### config.mk
export PLATFORM = sky130hd
export DESIGN_NAME = ss_slave_top
export DESIGN_NICKNAME = d
export VERILOG_FILES = /design/src/rtl/ss_pkg.sv /design/src/rtl/ss_sync.sv /design/src/rtl/ss_edge.sv /design/src/rtl/ss_shift.sv /design/src/rtl/ss_ready.sv /design/src/rtl/ss_slave_top.sv
export SDC_FILE = /design/constraint.sdc
export NUM_CORES = 1
export LEC_CHECK = 0
export BUFFER_PORTS_ARGS = -buffer_cell sky130_fd_sc_hd__buf_2
export CORE_AREA = 4 4 57 59
export CTS_CLUSTER_SIZE = 10
export DETAILED_ROUTE_END_ITERATION = 6
export DIE_AREA = 0 0 61 63
export HOLD_SLACK_MARGIN = 0.15
export PLACE_DENSITY = 0.68
export SLEW_MARGIN = 30
export SYNTH_ARGS = -nofsm -noshare
export SYNTH_HDL_FRONTEND = slang
export SYNTH_HIERARCHICAL = 1
export SYNTH_SLANG_ARGS = --single-unit
### constraint.sdc
create_clock -name clk -period 1.49 [get_ports clk]
set_input_delay 0.2235 -clock clk [delete_from_list [all_inputs] [get_ports clk]]
set_output_delay 0.2235 -clock clk [all_outputs]
set_load 0.005 [all_outputs]
### src/rtl/ss_pkg.sv
// Package: shared register map and configuration layout for the serial slave.
// Assumes a bus at least 4 bits wide, so the whole configuration fits one word.
package ss_pkg;

    typedef enum logic [1:0] {
        SEL_LO   = 2'd0,
        SEL_HI   = 2'd1,
        SEL_CTRL = 2'd2,
        SEL_CFG  = 2'd3
    } ss_sel_e;

    // Bit order of this struct is the bit order of the configuration register.
    typedef struct packed {
        logic rdy_en;
        logic cs_en;
        logic neg_pol;
        logic msb_first;
    } ss_cfg_t;

    localparam int CFG_W = $bits(ss_cfg_t);

endpackage

### src/rtl/ss_sync.sv
// Multi-stage synchronizer for one asynchronous input.
// Assumes STAGES >= 2. The reset value of the chain is 0.
module ss_sync #(
    parameter int STAGES = 2
) (
    input  logic clk,
    input  logic rst_n,
    input  logic d_in,
    output logic d_out
);
    logic [STAGES-1:0] chain;

    genvar g;
    generate
        for (g = 0; g < STAGES; g++) begin : g_stage
            // One flop stage of the chain.
            always_ff @(posedge clk) begin
                if (!rst_n)
                    chain[g] <= 1'b0;
                else if (g == 0)
                    chain[g] <= d_in;
                else
                    chain[g] <= chain[(g == 0) ? 0 : g-1];
            end
        end
    endgenerate

    assign d_out = chain[STAGES-1];
endmodule

### src/rtl/ss_edge.sv
// Turns the synchronized serial clock into leading/trailing edge pulses.
// A leading edge moves from the inactive to the active level, and the
// active level is 1 for positive polarity and 0 for negative polarity.
// Assumes sclk_s is already in the system clock domain.
module ss_edge (
    input  logic clk,
    input  logic rst_n,
    input  logic sclk_s,
    input  logic neg_pol,
    output logic at_active,
    output logic lead,
    output logic trail
);
    logic sclk_q;

    // Keeps the previous synchronized level for edge comparison.
    always_ff @(posedge clk) begin
        if (!rst_n)
            sclk_q <= 1'b0;
        else
            sclk_q <= sclk_s;
    end

    // Classifies the level and any change against the polarity.
    always_comb begin
        at_active = sclk_s ^ neg_pol;
        lead      = (sclk_s != sclk_q) && at_active;
        trail     = (sclk_s != sclk_q) && !at_active;
    end

    a_r4_edges_exclusive: assert property (@(posedge clk) disable iff (!rst_n)
        !(lead && trail));
endmodule

### src/rtl/ss_shift.sv
// Data register and shift engine. It holds the byte, which the CPU loads
// nibble by nibble. The output bit is updated on leading edges. The input
// bit is shifted in on trailing edges, and only while a transfer is busy.
// The order flag picks which end is the head; stored data is never reordered.
module ss_shift #(
    parameter int NIB_W = 4
) (
    input  logic               clk,
    input  logic               rst_n,
    input  logic               msb_first,
    input  logic               busy,
    input  logic               start,
    input  logic               lead,
    input  logic               trail,
    input  logic               sin_s,
    input  logic               load_lo,
    input  logic               load_hi,
    input  logic [NIB_W-1:0]   wdata,
    output logic [2*NIB_W-1:0] data,
    output logic               sout,
    output logic               last_bit
);
    localparam int DATA_W = 2 * NIB_W;
    localparam int CNT_W  = $clog2(DATA_W + 1);

    logic [CNT_W-1:0] cnt;
    logic             head;
    logic             shift_en;

    // Selects the head bit and gates shifting on an active transfer.
    always_comb begin
        head     = msb_first ? data[DATA_W-1] : data[0];
        shift_en = busy && trail && (cnt < CNT_W'(DATA_W));
        last_bit = shift_en && (cnt == CNT_W'(DATA_W - 1));
    end

    // Data register: CPU nibble loads take priority over shifting.
    always_ff @(posedge clk) begin
        if (!rst_n)
            data <= '0;
        else if (load_lo || load_hi) begin
            if (load_lo) data[NIB_W-1:0]      <= wdata;
            if (load_hi) data[DATA_W-1:NIB_W] <= wdata;
        end else if (shift_en) begin
            if (msb_first)
                data <= {data[DATA_W-2:0], sin_s};
            else
                data <= {sin_s, data[DATA_W-1:1]};
        end
    end

    // Bit counter: cleared on start, advanced on each trailing-edge shift.
    always_ff @(posedge clk) begin
        if (!rst_n)
            cnt <= '0;
        else if (start)
            cnt <= '0;
        else if (shift_en)
            cnt <= cnt + CNT_W'(1);
    end

    // Output latch: takes the head bit on each leading edge of a transfer.
    always_ff @(posedge clk) begin
        if (!rst_n)
            sout <= 1'b0;
        else if (busy && lead)
            sout <= head;
    end

    a_r7_count_bound: assert property (@(posedge clk) disable iff (!rst_n)
        cnt <= CNT_W'(DATA_W));
    a_r8_idle_hold: assert property (@(posedge clk) disable iff (!rst_n)
        (!busy && !load_lo && !load_hi) |=> $stable(data));
endmodule

### src/rtl/ss_ready.sv
// Ready flag for the external master. A trigger sets it. It clears on the
// first active serial clock level or on any access to the high nibble.
// A trigger wins over a clear in the same cycle. Polarity and the enables
// are applied outside this module.
module ss_ready (
    input  logic clk,
    input  logic rst_n,
    input  logic trigger,
    input  logic hi_access,
    input  logic at_active,
    output logic armed
);
    // Arms on a trigger and disarms on a clear condition.
    always_ff @(posedge clk) begin
        if (!rst_n)
            armed <= 1'b0;
        else if (trigger)
            armed <= 1'b1;
        else if (hi_access || at_active)
            armed <= 1'b0;
    end

    a_r9_arm: assert property (@(posedge clk) disable iff (!rst_n)
        trigger |=> armed);
    a_r11_hi_clear: assert property (@(posedge clk) disable iff (!rst_n)
        (hi_access && !trigger) |=> !armed);
    a_r9_level_clear: assert property (@(posedge clk) disable iff (!rst_n)
        (armed && at_active && !trigger) |=> !armed);
endmodule

### src/rtl/ss_slave_top.sv
// Top of the clocked serial slave. It decodes the register bus,
// holds the configuration and the busy/done state, and drives the ready
// output at the level the polarity and enables select.
// Assumes a one-cycle access per strobe and a serial clock far slower than clk.
module ss_slave_top
    import ss_pkg::*;
#(
    parameter int NIB_W       = 4,
    parameter int SYNC_STAGES = 2
) (
    input  logic             clk,
    input  logic             rst_n,
    input  logic [1:0]       bus_sel,
    input  logic             bus_wr,
    input  logic             bus_rd,
    input  logic [NIB_W-1:0] bus_wdata,
    output logic [NIB_W-1:0] bus_rdata,
    input  logic             sclk_in,
    input  logic             sin_in,
    output logic             sout,
    output logic             srdy
);
    localparam int DATA_W = 2 * NIB_W;

    ss_cfg_t           cfg;
    logic              busy, done;
    logic              sclk_s, sin_s;
    logic              at_active, lead, trail;
    logic              trigger, hi_access, load_lo, load_hi;
    logic              last_bit, armed;
    logic [DATA_W-1:0] data;

    // Bus decode for strobes addressed to each register.
    always_comb begin
        load_lo   = bus_wr && (bus_sel == SEL_LO);
        load_hi   = bus_wr && (bus_sel == SEL_HI);
        hi_access = (bus_wr || bus_rd) && (bus_sel == SEL_HI);
        trigger   = bus_wr && (bus_sel == SEL_CTRL) && bus_wdata[0];
    end

    // Configuration register write.
    always_ff @(posedge clk) begin
        if (!rst_n)
            cfg <= '0;
        else if (bus_wr && (bus_sel == SEL_CFG))
            cfg <= ss_cfg_t'(bus_wdata[CFG_W-1:0]);
    end

    // Transfer state: a trigger starts it, the last shifted bit ends it.
    always_ff @(posedge clk) begin
        if (!rst_n) begin
            busy <= 1'b0;
            done <= 1'b0;
        end else if (trigger) begin
            busy <= 1'b1;
            done <= 1'b0;
        end else if (last_bit) begin
            busy <= 1'b0;
            done <= 1'b1;
        end
    end

    // Read mux for the selected register.
    always_comb begin
        bus_rdata = '0;
        case (ss_sel_e'(bus_sel))
            SEL_LO:   bus_rdata = data[NIB_W-1:0];
            SEL_HI:   bus_rdata = data[DATA_W-1:NIB_W];
            SEL_CTRL: bus_rdata[1:0] = {done, busy};
            SEL_CFG:  bus_rdata[CFG_W-1:0] = cfg;
            default:  bus_rdata = '0;
        endcase
    end

    // Ready output: armed level only with both enables set, else idle.
    always_comb begin
        srdy = (armed && cfg.cs_en && cfg.rdy_en) ^ cfg.neg_pol;
    end

    ss_sync #(.STAGES(SYNC_STAGES)) u_sync_sclk (
        .clk(clk), .rst_n(rst_n), .d_in(sclk_in), .d_out(sclk_s)
    );

    ss_sync #(.STAGES(SYNC_STAGES)) u_sync_sin (
        .clk(clk), .rst_n(rst_n), .d_in(sin_in), .d_out(sin_s)
    );

    ss_edge u_edge (
        .clk(clk), .rst_n(rst_n), .sclk_s(sclk_s), .neg_pol(cfg.neg_pol),
        .at_active(at_active), .lead(lead), .trail(trail)
    );

    ss_shift #(.NIB_W(NIB_W)) u_shift (
        .clk(clk), .rst_n(rst_n), .msb_first(cfg.msb_first), .busy(busy),
        .start(trigger), .lead(lead), .trail(trail), .sin_s(sin_s),
        .load_lo(load_lo), .load_hi(load_hi), .wdata(bus_wdata),
        .data(data), .sout(sout), .last_bit(last_bit)
    );

    ss_ready u_ready (
        .clk(clk), .rst_n(rst_n), .trigger(trigger), .hi_access(hi_access),
        .at_active(at_active), .armed(armed)
    );

    a_r7_done_not_busy: assert property (@(posedge clk) disable iff (!rst_n)
        done |-> !busy);
    a_r7_finish: assert property (@(posedge clk) disable iff (!rst_n)
        (last_bit && !trigger) |=> (done && !busy));
    a_r12_idle_level: assert property (@(posedge clk) disable iff (!rst_n)
        !(cfg.cs_en && cfg.rdy_en) |-> (srdy == cfg.neg_pol));
endmodule

==> qor.yml <==
status: "complete, but fails checks"
violations: "setup timing"
vias: 1082
drtAntennaViolNets: 0
pre_cts_ws_ps: -158
cp.arrival_ps: 1870
rows: 19
worstSetupPathType: "reg -> reg"
viasPerCell: 5.55
grt_pass1_wl_um: 4930
grt_start_max_net_pins: 22
place_inst: 181
synth_top_family_by_area: "multiplexers"
crit_required_ps: 1740
max_cap_violations: 0
cts-root-buf: "clkbuf_4"
cts_tree: "built"
ys_warn_count: 6
syn_area_um2: 1310
r2r_start: "u_sync_sclk/d_out"
worstHoldStart: "bus_wdata[2]"
nNetsFinal: 178
n_antenna_cell: 0
finalWeightedCongestion: 0.909
drc: 0
layout_commonest_cell: "dfxtp_1"
cts_buffers: 3
drv_slew: 0
yosysTopAreaCellShare_pct: 38.2
dieHeight_um: 63
area_growth_pct: 24.4
worst_pin_slew_ps: 827
synth-xor-area-share_pct: 2.67
io_buffers: 17
fmax_ghz: 0.614
crit_chain: "or2b_1, mux2i_2, buf_4, and3b_2, and3_4, nor2b_1, o21a_1"
grt_util_all_layers_pct: 16.8
fp.dieW_um: 61
power_density_nw_per_um2: 722
fin_util_pct: 60.2
hold_class: "in -> reg"
wl_per_cell_um: 15.1
syn-num-nets: 145
synth.distinct_cells: 39
cp-start-kind: "flip-flop"
multi_input_area_um2: 808
drive_above_1_share_pct: 39.0
crit_path_start: "u_sync_sclk/d_out"
synthSimpleGateAreaFrac_pct: 21.8
crit_path_max_fanout: 3
synth.area.top_cells: "dfxtp_1 38%, mux2i_1 14%, mux2_2 6.0%"
fin_crit_sh_pct: 109
h-tree-depth: 1
clock_sinks: 25
rsz0062_at_grt: "yes"
layout.cells.non_filler: 195
first_global_vias: 1057
slowest_stage: "dfxtp_2"
core_region_area_um2: 2710
finalInstanceArea_um2: 1630
insertion_delay_ps: 330
leakage_nw: 0.707
yosysSeqAreaShare_pct: 38.2
final_hold_viol_count: 0
synth_fa_ha_area_share_pct: 0.954
skew_ps: 5.70
fillers: 238
synth_compound_area_share_pct: 8.59
grt-ovfl-total: 0
synth_top_area_cell: "dfxtp_1"
routed_wl_um: 2940
post-route-min-period_ps: 1630
dp_hpwl_um: 2190
place_area_um2: 1450
crit_path_end_kind: "flip-flop"
ys_seq_elements: 25
regArea_um2: 510
antenna_found_initial: 0
clockBufferDepth: 2
final_cell_mix: "21 x dfxtp_1, 17 x mux2i_1, 17 x buf_2"
max_stage_delay_ps: 350
setup_ws_ps: -138
finalSetupTns_ps: -661
firstDrtPassIters: 4
setup_viol: 10
io-pin-count: 18
synthMuxAreaShare_pct: 24.0
drt_iter0_drc: 50
relSlewSlack_pct: 44.8
clk_pin_slew_ps: 140
initial_core_util_pct: 48.4
syn_inst: 132
irDropWorstVdd_mv: 0.814
synth_area_per_cell_um2: 9.93
die_area_um2: 3840
[cells by family after synthesis]
logic type / count (synthesis)
adder cells (fa/ha/maj): 1
flip-flops: 25
XOR/XNOR: 4
multiplexers: 28
AND/OR/NAND/NOR: 48
AO/OA/AOI/OAI: 18
buffers and inverters: 8
[area by class of cell]
type	instances	area share, %
clock buffers	3	1.38
multi-input cells	99	49.5
clock inverters	1	0.460
repair buffers	35	14.7
well taps	31	2.38
flip-flops and latches	25	31.3
inverters	1	0.230
[state kept, by name (all words and copies together), names as in the netlist]
signal	count
u_shift/data	8
cfg	4
u_shift/cnt	4
busy	1
done	1
u_edge/sclk_q	1
u_ready/armed	1
u_shift/sout	1
u_sync_sclk/chain	1
u_sync_sclk/d_out	1
u_sync_sin/chain	1
u_sync_sin/d_out	1
[what timing repair did]
item | 4_1_cts | 5_1_grt
gates resized for setup | 6 | 12
hold endpoints to repair | 2 | 0
cloned | 0 | 0
endpoints found under the setup margin | 15 | 17
setup buffers | 4 | 5
hold buffers | 2 | 0
pin swaps | 0 | 8
[worst paths after layout]
check                     end  cells after the start  slack [ps]
max                      busy                      7        -140
min                    cfg[2]                      3         170
max reg2reg              busy                      7        -140
min reg2reg  u_sync_sin/d_out                      1         460
[power breakdown]
| group | total, mW | switching (mW) | leakage, nW | internal [mW] |
|---|---|---|---|---|
| registers | 0.694 | 0.0117 | 0.205 | 0.682 |
| logic | 0.166 | 0.0785 | 0.488 | 0.0870 |
| clock network | 0.319 | 0.216 | 0.0139 | 0.103 |
[stage by stage]
step           hold slack [ps]  power [mW]
6_report                   168        1.18
5_1_grt                    156        1.24
4_1_cts                    164        1.17
3_5_place_dp               429       0.851
3_3_place_gp               417       0.848
2_1_floorplan              341       0.802
[Yosys cell counts]
library cell,number
dfxtp_1,25
mux2i_1,18
nand2_1,16
o22ai_1,8
mux2_2,7
nor2_1,6
and2_1,5
buf_2,3
nand3_1,3
o21ai_0,3
buf_6,2
mux4_2,2
nand2b_1,2
nor3b_1,2
o21a_1,2
o21ai_1,2
or2_2,2
xnor2_1,2
xor2_1,2
a21oi_1,1
a311oi_1,1
a41oi_1,1
and3_1,1
and3_2,1
and3b_1,1
and3b_2,1
and4b_2,1
buf_1,1
clkbuf_2,1
ha_1,1
inv_1,1
mux2_1,1
nand4b_1,1
nor2_4,1
nor2b_1,1
nor3b_2,1
nor4bb_1,1
nor4bb_2,1
or2b_1,1
[critical path: cells and delay by family (launching register included)]
family	cells	cell delay [ps]
compound gates	1	150
buf+inv	1	150
simple gates	4	680
mux	1	210
flops	1	350
[metal layers]
layer | vias up | share of wire, % | track usage, %
met5 | - | 0 | 0
met1 | 513 | 44 | 22.0
li1 | 537 | - | -
met4 | 0 | 1.4 | 5.42
met2 | 26 | 49 | 26.1
met3 | 6 | 5.2 | 4.96
Note: power is estimated with default switching activity, not from simulation.
